<file path="src/rtl/disp_reg_sampler.sv">
module disp_reg_sampler #(
  parameter int BASE_W       = 6,
  parameter int FSZ_W        = 4,
  parameter int BG_W         = 6,
  parameter int VS_W         = 11,
  parameter int CELLS_NARROW = 32,
  parameter int CELLS_WIDE   = 40,
  parameter int CELL_PIX     = 8,
  localparam int LEN_W       = $clog2(CELLS_WIDE*CELL_PIX+1)
) (
  input  logic              clk,
  input  logic              rst_n,
  input  logic              st_map,
  input  logic              st_pix,
  input  logic              st_hs,
  input  logic              st_vbl,
  input  logic              st_col,
  input  logic [BASE_W-1:0] lv_base_a,
  input  logic [BASE_W-1:0] lv_base_b,
  input  logic [BASE_W-1:0] lv_base_w,
  input  logic [FSZ_W-1:0]  lv_field,
  input  logic              lv_alt_mode,
  input  logic              lv_pal_deep,
  input  logic              lv_shade,
  input  logic              lv_disp_en,
  input  logic              lv_ext_mode,
  input  logic [BG_W-1:0]   lv_bg_color,
  input  logic              lv_clk_sel,
  input  logic              lv_wide,
  input  logic [1:0]        lv_hs_mode,
  input  logic              lv_tall,
  input  logic [1:0]        lv_ilace,
  input  logic [VS_W-1:0]   vs_data,
  output logic [BASE_W-1:0] sh_base_a,
  output logic [BASE_W-1:0] sh_base_b,
  output logic [BASE_W-1:0] sh_base_w,
  output logic [FSZ_W-1:0]  sh_field,
  output logic              sh_alt_mode,
  output logic              sh_pal_deep,
  output logic              sh_shade,
  output logic              sh_disp_en,
  output logic              sh_ext_mode,
  output logic [BG_W-1:0]   sh_bg_color,
  output logic              sh_clk_sel,
  output logic              sh_wide,
  output logic [1:0]        sh_hs_mode,
  output logic              sh_tall,
  output logic [1:0]        sh_ilace,
  output logic [VS_W-1:0]   vs_cur,
  output logic [LEN_W-1:0]  line_len
);

  localparam logic [LEN_W-1:0] LEN_NARROW = LEN_W'(CELLS_NARROW*CELL_PIX);
  localparam logic [LEN_W-1:0] LEN_WIDE   = LEN_W'(CELLS_WIDE*CELL_PIX);

  logic [VS_W-1:0]  vs_stage;
  logic [LEN_W-1:0] len_next;

  assign len_next = sh_wide ? LEN_WIDE : LEN_NARROW;

  always_ff @(posedge clk) begin
    if (!rst_n) begin
      sh_base_a   <= '0;
      sh_base_b   <= '0;
      sh_base_w   <= '0;
      sh_field    <= '0;
      sh_alt_mode <= 1'b0;
    end else if (st_map) begin
      sh_base_a   <= lv_base_a;
      sh_base_b   <= lv_base_b;
      sh_base_w   <= lv_base_w;
      sh_field    <= lv_field;
      sh_alt_mode <= lv_alt_mode;
    end
  end

  always_ff @(posedge clk) begin
    if (!rst_n) begin
      sh_pal_deep <= 1'b0;
      sh_shade    <= 1'b0;
      sh_disp_en  <= 1'b0;
      sh_ext_mode <= 1'b0;
      sh_bg_color <= '0;
      sh_clk_sel  <= 1'b0;
      sh_wide     <= 1'b0;
    end else if (st_pix) begin
      sh_pal_deep <= lv_pal_deep;
      sh_shade    <= lv_shade;
      sh_disp_en  <= lv_disp_en;
      sh_ext_mode <= lv_ext_mode;
      sh_bg_color <= lv_bg_color;
      sh_clk_sel  <= lv_clk_sel;
      sh_wide     <= lv_wide;
    end
  end

  always_ff @(posedge clk) begin
    if (!rst_n) begin
      sh_hs_mode <= '0;
      line_len   <= '0;
    end else if (st_hs) begin
      sh_hs_mode <= lv_hs_mode;
      line_len   <= len_next;
    end
  end

  always_ff @(posedge clk) begin
    if (!rst_n) begin
      sh_tall  <= 1'b0;
      sh_ilace <= '0;
    end else if (st_vbl) begin
      sh_tall  <= lv_tall;
      sh_ilace <= lv_ilace;
    end
  end

  always_ff @(posedge clk) begin
    if (!rst_n) begin
      vs_stage <= '0;
      vs_cur   <= '0;
    end else begin
      if (st_map) vs_stage <= vs_data;
      if (st_col) vs_cur   <= vs_stage;
    end
  end

endmodule

</file>
<file path="config.mk">
export PLATFORM = sky130hd
export DESIGN_NAME = disp_reg_sampler
export DESIGN_NICKNAME = d
export VERILOG_FILES = /design/src/rtl/disp_reg_sampler.sv
export SDC_FILE = /design/constraint.sdc
export NUM_CORES = 1
export LEC_CHECK = 0
export ABC_AREA = 1
export BUFFER_PORTS_ARGS = -buffer_cell sky130_fd_sc_hd__buf_4
export CORE_UTILIZATION = 45
export DETAILED_ROUTE_END_ITERATION = 8
export PLACE_DENSITY = 0.77
export REMOVE_ABC_BUFFERS = 1
export SYNTH_ARGS = -nofsm -noshare
export SYNTH_HDL_FRONTEND = slang
export SYNTH_SLANG_ARGS = --single-unit
</file>
<file path="constraint.sdc">
create_clock -name clk -period 1 [get_ports clk]
set_clock_uncertainty 0.1 [all_clocks]
set_input_delay 0.05 -clock clk [delete_from_list [all_inputs] [get_ports clk]]
set_output_delay 0.05 -clock clk [all_outputs]
set_load 0.005 [all_outputs]
</file>
=== Word level (Yosys, flattened, before mapping) ===
Cells that the tools add are included.

* Bits in registers: 71
* Input port bits: 58
* Output and inout bits: 60
* Logic and storage cells: 19

* Multiplexer cells: 1

{| class="wikitable"
|+ Operator list
! kind !! count
|-
| $mux W7 || 1
|}

=== Logic depth before layout (Yosys ltp) ===
* Word-level depth: 1
* Gate-level depth with buffers: 5

=== Worst setup path after synthesis ===
Ideal clock, no wire load.

* Kind: input to register
* Start: input port st_map
* End: register sh_base_w[0]
* Arrival: 0.529 ns
* Required time: 0.787 ns
* Path slack: 0.259 ns
* Stages on the path: 5
* Path buffers: 3
* Path through: buf_6 buf_6 buf_6 nor2_1 nor2_1

{| class="wikitable"
|+ RTL lines
! item !! line !! source
|-
| start, declared || 13 || <nowiki>input logic st_map,</nowiki>
|-
| end signal, assigned || 71 || <nowiki>sh_base_w <= lv_base_w;</nowiki>
|-
| end, declared || 36 || <nowiki>output logic [BASE_W-1:0] sh_base_w,</nowiki>
|}

=== Worst setup path after layout ===
* Start: register sh_base_a[4]
* End: output port sh_base_a[4]

{| class="wikitable"
|+ RTL lines
! item !! line !! source
|-
| start, declared || 34 || <nowiki>output logic [BASE_W-1:0] sh_base_a,</nowiki>
|-
| start signal, assigned || 69 || <nowiki>sh_base_a <= lv_base_a;</nowiki>
|}

No word-level cell between the ends.

==> results.py <==
metrics = {
    "logic_synthesis": {
        "synth_cell_count_leaders": "sky130_fd_sc_hd__nand2_1 (126), sky130_fd_sc_hd__nor2_1 (126), sky130_fd_sc_hd__dfxtp_1 (64), sky130_fd_sc_hd__inv_1 (63), sky130_fd_sc_hd__buf_2 (14)",
        "yosysTopAreaCellShare_pct": 48.3,
        "netlist_top_cells_area": "sky130_fd_sc_hd__dfxtp_1 (48%), sky130_fd_sc_hd__nand2_1 (18%), sky130_fd_sc_hd__nor2_1 (18%)",
        "ys.warnings.count": 0,
        "mappedNetlistArea_um2": 2650,
        "count_of_flip_flops_with_a_built_in_enable_after_synthesis": 0,
        "synth_seq_cells": 64,
        "synth_top_flop_cell": "sky130_fd_sc_hd__dfxtp_1",
        "synth_sequential_area_ratio_pct": 48.3,
        "synth_cell_type_count": 9,
        "synth.largest_area_cell": "sky130_fd_sc_hd__dfxtp_1",
        "async_flop_share_pct": 0,
        "syn_area_per_cell_um2": 6.51,
        "postSynthCellCount": 407,
    },
    "grt": {
        "global_route.usage.met3_pct": 5.75,
        "use_met1_pct": 22.5,
        "global_route.overflow_total": 0,
        "globalRouteTotalUtil_pct": 22.8,
        "grt_pass1_vias": 2674,
        "globalRouteMet2Util_pct": 42.8,
        "top_usage_layer": "met2",
        "grt_antenna_before_repair": 0,
        "wire_length_of_the_first_global_routing_pass_um": 11000,
        "grt_start_max_net_pins": 65,
    },
    "routing": {
        "drtPass1Iterations": 4,
        "post_drt_via_cell_ratio": 4.20,
        "detail_route.drc_violations": 0,
        "routed_wire_length_per_instance_um": 10.0,
        "antenna_left": 0,
        "detail_route.wirelength_um": 6420,
        "detailroute.via_count": 2691,
        "drtIter0Drc": 80,
    },
    "setup_path": {
        "worst_ep_arrival_time_ns": 0.80,
        "critPathMaxFanout": 2,
        "crit_path_max_incr_delay_ns": 0.35,
        "r2r_cells": 4,
        "worst_r2r_startpoint": "vs_stage[7]$_SDFFE_PN0P_",
        "critical_path_buf_inv_count": 1,
        "worst_setup_path_endpoint": "sh_base_a[4]",
        "endpoint_of_the_worst_slack_reg_to_reg_timing_path": "vs_cur[7]$_SDFFE_PN0P_",
        "startpoint": "sh_base_a[4]$_SDFFE_PN0P_",
        "kind_of_cell_with_the_highest_combined_delay_on_the_critical_path": "flip-flops",
        "cpMaxStageDelayCell": "sky130_fd_sc_hd__dfxtp_1",
        "worstSetupPathType": "register to output port",
        "start_kind": "register",
        "cp_num_cells": 1,
        "crit_required_ns": 0.85,
        "setup.worst_path.end_class": "output port",
        "r2r_setup_slack_ns": 0.26,
        "path_cells": "buf_4",
    },
    "sta": {
        "worst_hold_slack_ns": 0.0871,
        "timing_max_transition_violations_final": 0,
        "relSlewSlack_pct": 57.2,
        "finalHoldViolCount": 0,
        "period_minus_slack_ns": 0.954,
        "tightestPinTransition_ns": 0.642,
        "finalCritPeriodShare_pct": 95.4,
        "rsz0062_at_grt": "false",
        "finalSetupViolCount": 0,
        "fmax_mhz": 1050,
    },
    "die": {
        "placeableCoreArea_um2": 5610,
        "chip_width_um": 78.7,
        "start_util_pct": 47.3,
        "std_cell_rows": 27,
        "dieHeight_um": 78.7,
        "num_io_pins": 118,
        "fp.dieArea_um2": 6200,
    },
    "clock_network": {
        "clockRootBuffer": "sky130_fd_sc_hd__clkbuf_8",
        "clk_transition_reported_paths_ns": 0.07,
        "cts_post_setup_buffers_inserted": 0,
        "clock_latency_ns": 0.33,
        "cts-buffers-inserted": 9,
        "cts_max_path_buffers": 2,
        "numClockSinks": 64,
        "tritoncts_clock_tree": "done",
        "h_tree_depth": 3,
    },
    "finish": {
        "finish.instance_area_um2": 4220,
        "drive_above_1_share_pct": 22.7,
        "fillers": 443,
        "n_antenna_cell": 0,
        "number_of_nets_in_the_finished_design": 623,
        "area_growth_from_synthesis_to_final_layout_pct": 59.1,
    },
    "power": {
        "p_leak_nw": 2.36,
        "fin_total_pwr_mw": 6.14,
        "peakVddDrop_mv": 1.33,
        "pwr_density_cell_nw_per_um2": 1460,
    },
    "placed_design": {
        "io_buffers": 110,
        "dp_hpwl_um": 3620,
        "place_area_um2": 3450,
        "gp_congestion": 0.684,
    },
    "hold_path": {
        "min-delay-path-class": "input pin to register",
        "hold_path_origin": "st_map",
    },
    "run_status": {
        "status": "complete, no violations",
    },
    "run": {
        "maxCapViolCount": 0,
    },
}
==> worst min-delay path by stage <==
stage | to | slack [ns] | depth (start not counted)
2_1_floorplan | line_len[8]$_SDFFE_PN0P_ | 0.07 | 1
3_3_place_gp | sh_ilace[1]$_SDFFE_PN0P_ | 0.22 | 3
3_5_place_dp | line_len[8]$_SDFFE_PN0P_ | 0.22 | 2
4_1_cts | sh_base_b[3]$_SDFFE_PN0P_ | 0.07 | 4
5_1_grt | sh_base_w[4]$_SDFFE_PN0P_ | 0.10 | 4
6_report | sh_field[1]$_SDFFE_PN0P_ | 0.09 | 4
==> logic make-up after synthesis <==
kind of cell    count (synthesis)  synth area share (%)
buf+inv                        89                  15.5
other cells                     1                 0.142
compound gates                  1                 0.283
simple gates                  252                  35.7
flops                          64                  48.3
==> stage by stage <==
stage	setup WS (ns)	cells	TNS, ns	util, %
after floorplan	0.316	387	0	-
after CTS	0.0232	641	0	75.1
after detailed placement	-0.0226	571	-0.0226	61.6
after global routing	0.000527	641	0	75.2
after global placement	0.0394	571	0	61.6
final	0.0456	641	0	75.2
==> layout by cell type (no fill, tap or decap) <==
| cell type | Yosys | final |
|---|---|---|
| sky130_fd_sc_hd__dlygate4sd3_1 | 0 | 55 |
| sky130_fd_sc_hd__dfxtp_2 | 0 | 2 |
| sky130_fd_sc_hd__o21a_1 | 1 | 1 |
| sky130_fd_sc_hd__buf_6 | 4 | 1 |
| sky130_fd_sc_hd__dfxtp_1 | 64 | 62 |
| sky130_fd_sc_hd__clkbuf_8 | 0 | 12 |
| sky130_fd_sc_hd__buf_12 | 0 | 2 |
| sky130_fd_sc_hd__inv_1 | 63 | 63 |
| sky130_fd_sc_hd__nor2_1 | 126 | 126 |
| sky130_fd_sc_hd__buf_4 | 8 | 109 |
| sky130_fd_sc_hd__clkinv_2 | 0 | 2 |
| sky130_fd_sc_hd__conb_1 | 1 | 7 |
| sky130_fd_sc_hd__bufinv_16 | 0 | 1 |
| sky130_fd_sc_hd__nand2_1 | 126 | 126 |
==> layout make-up <==
class / count / area (um^2) / share of cell area, %
clock buffer: 12 / 165 / 3.92
clock inverter: 3 / 40.0 / 0.950
inverter: 63 / 236 / 5.61
multi-input combinational: 260 / 980 / 23.2
sequential: 64 / 1280 / 30.5
tap: 72 / 90.1 / 2.14
timing repair buffer: 167 / 1420 / 33.7
==> registers in the layout, indices dropped and copies added (netlist names), 2 cells and up <==
| register | flops |
|---|---|
| sh_base_b | 6 |
| sh_hs_mode | 2 |
| sh_ilace | 2 |
| sh_base_w | 6 |
| sh_bg_color | 6 |
| sh_field | 4 |
| vs_stage | 11 |
| sh_base_a | 6 |
| vs_cur | 11 |
| line_len | 2 |
==> worst min-delay path, stage by stage <==
cell	delay, ns
sky130_fd_sc_hd__buf_4	0.12
sky130_fd_sc_hd__buf_12	0.17
sky130_fd_sc_hd__nor2_1	0.06
sky130_fd_sc_hd__nor2_1	0.08
==> routing by layer <==
| metal | part of all wire, % | routed length (um) |
|---|---|---|
| met1 | 42 | 2670 |
| met2 | 50 | 3220 |
| met3 | 5.7 | 369 |
| met4 | 2.5 | 161 |
| met5 | 0 | 0 |
==> where the power goes <==
group	internal, mW	switching [mW]	leakage, nW	total [mW]
sequential	2.73	0.0942	0.533	2.82
clock	1.33	0.932	0.108	2.27
combinational	0.614	0.438	1.72	1.05
total	4.68	1.46	2.36	6.14
==> timing repair <==
| item | in CTS | in global routing |
|---|---|---|
| gates resized for setup | 0 | 3 |
| hold buffers | 55 | 0 |
| endpoints found under the setup margin | 0 | 3 |
| hold endpoints to repair | 60 | 0 |
No activity file was read; power rests on OpenSTA's default activity.
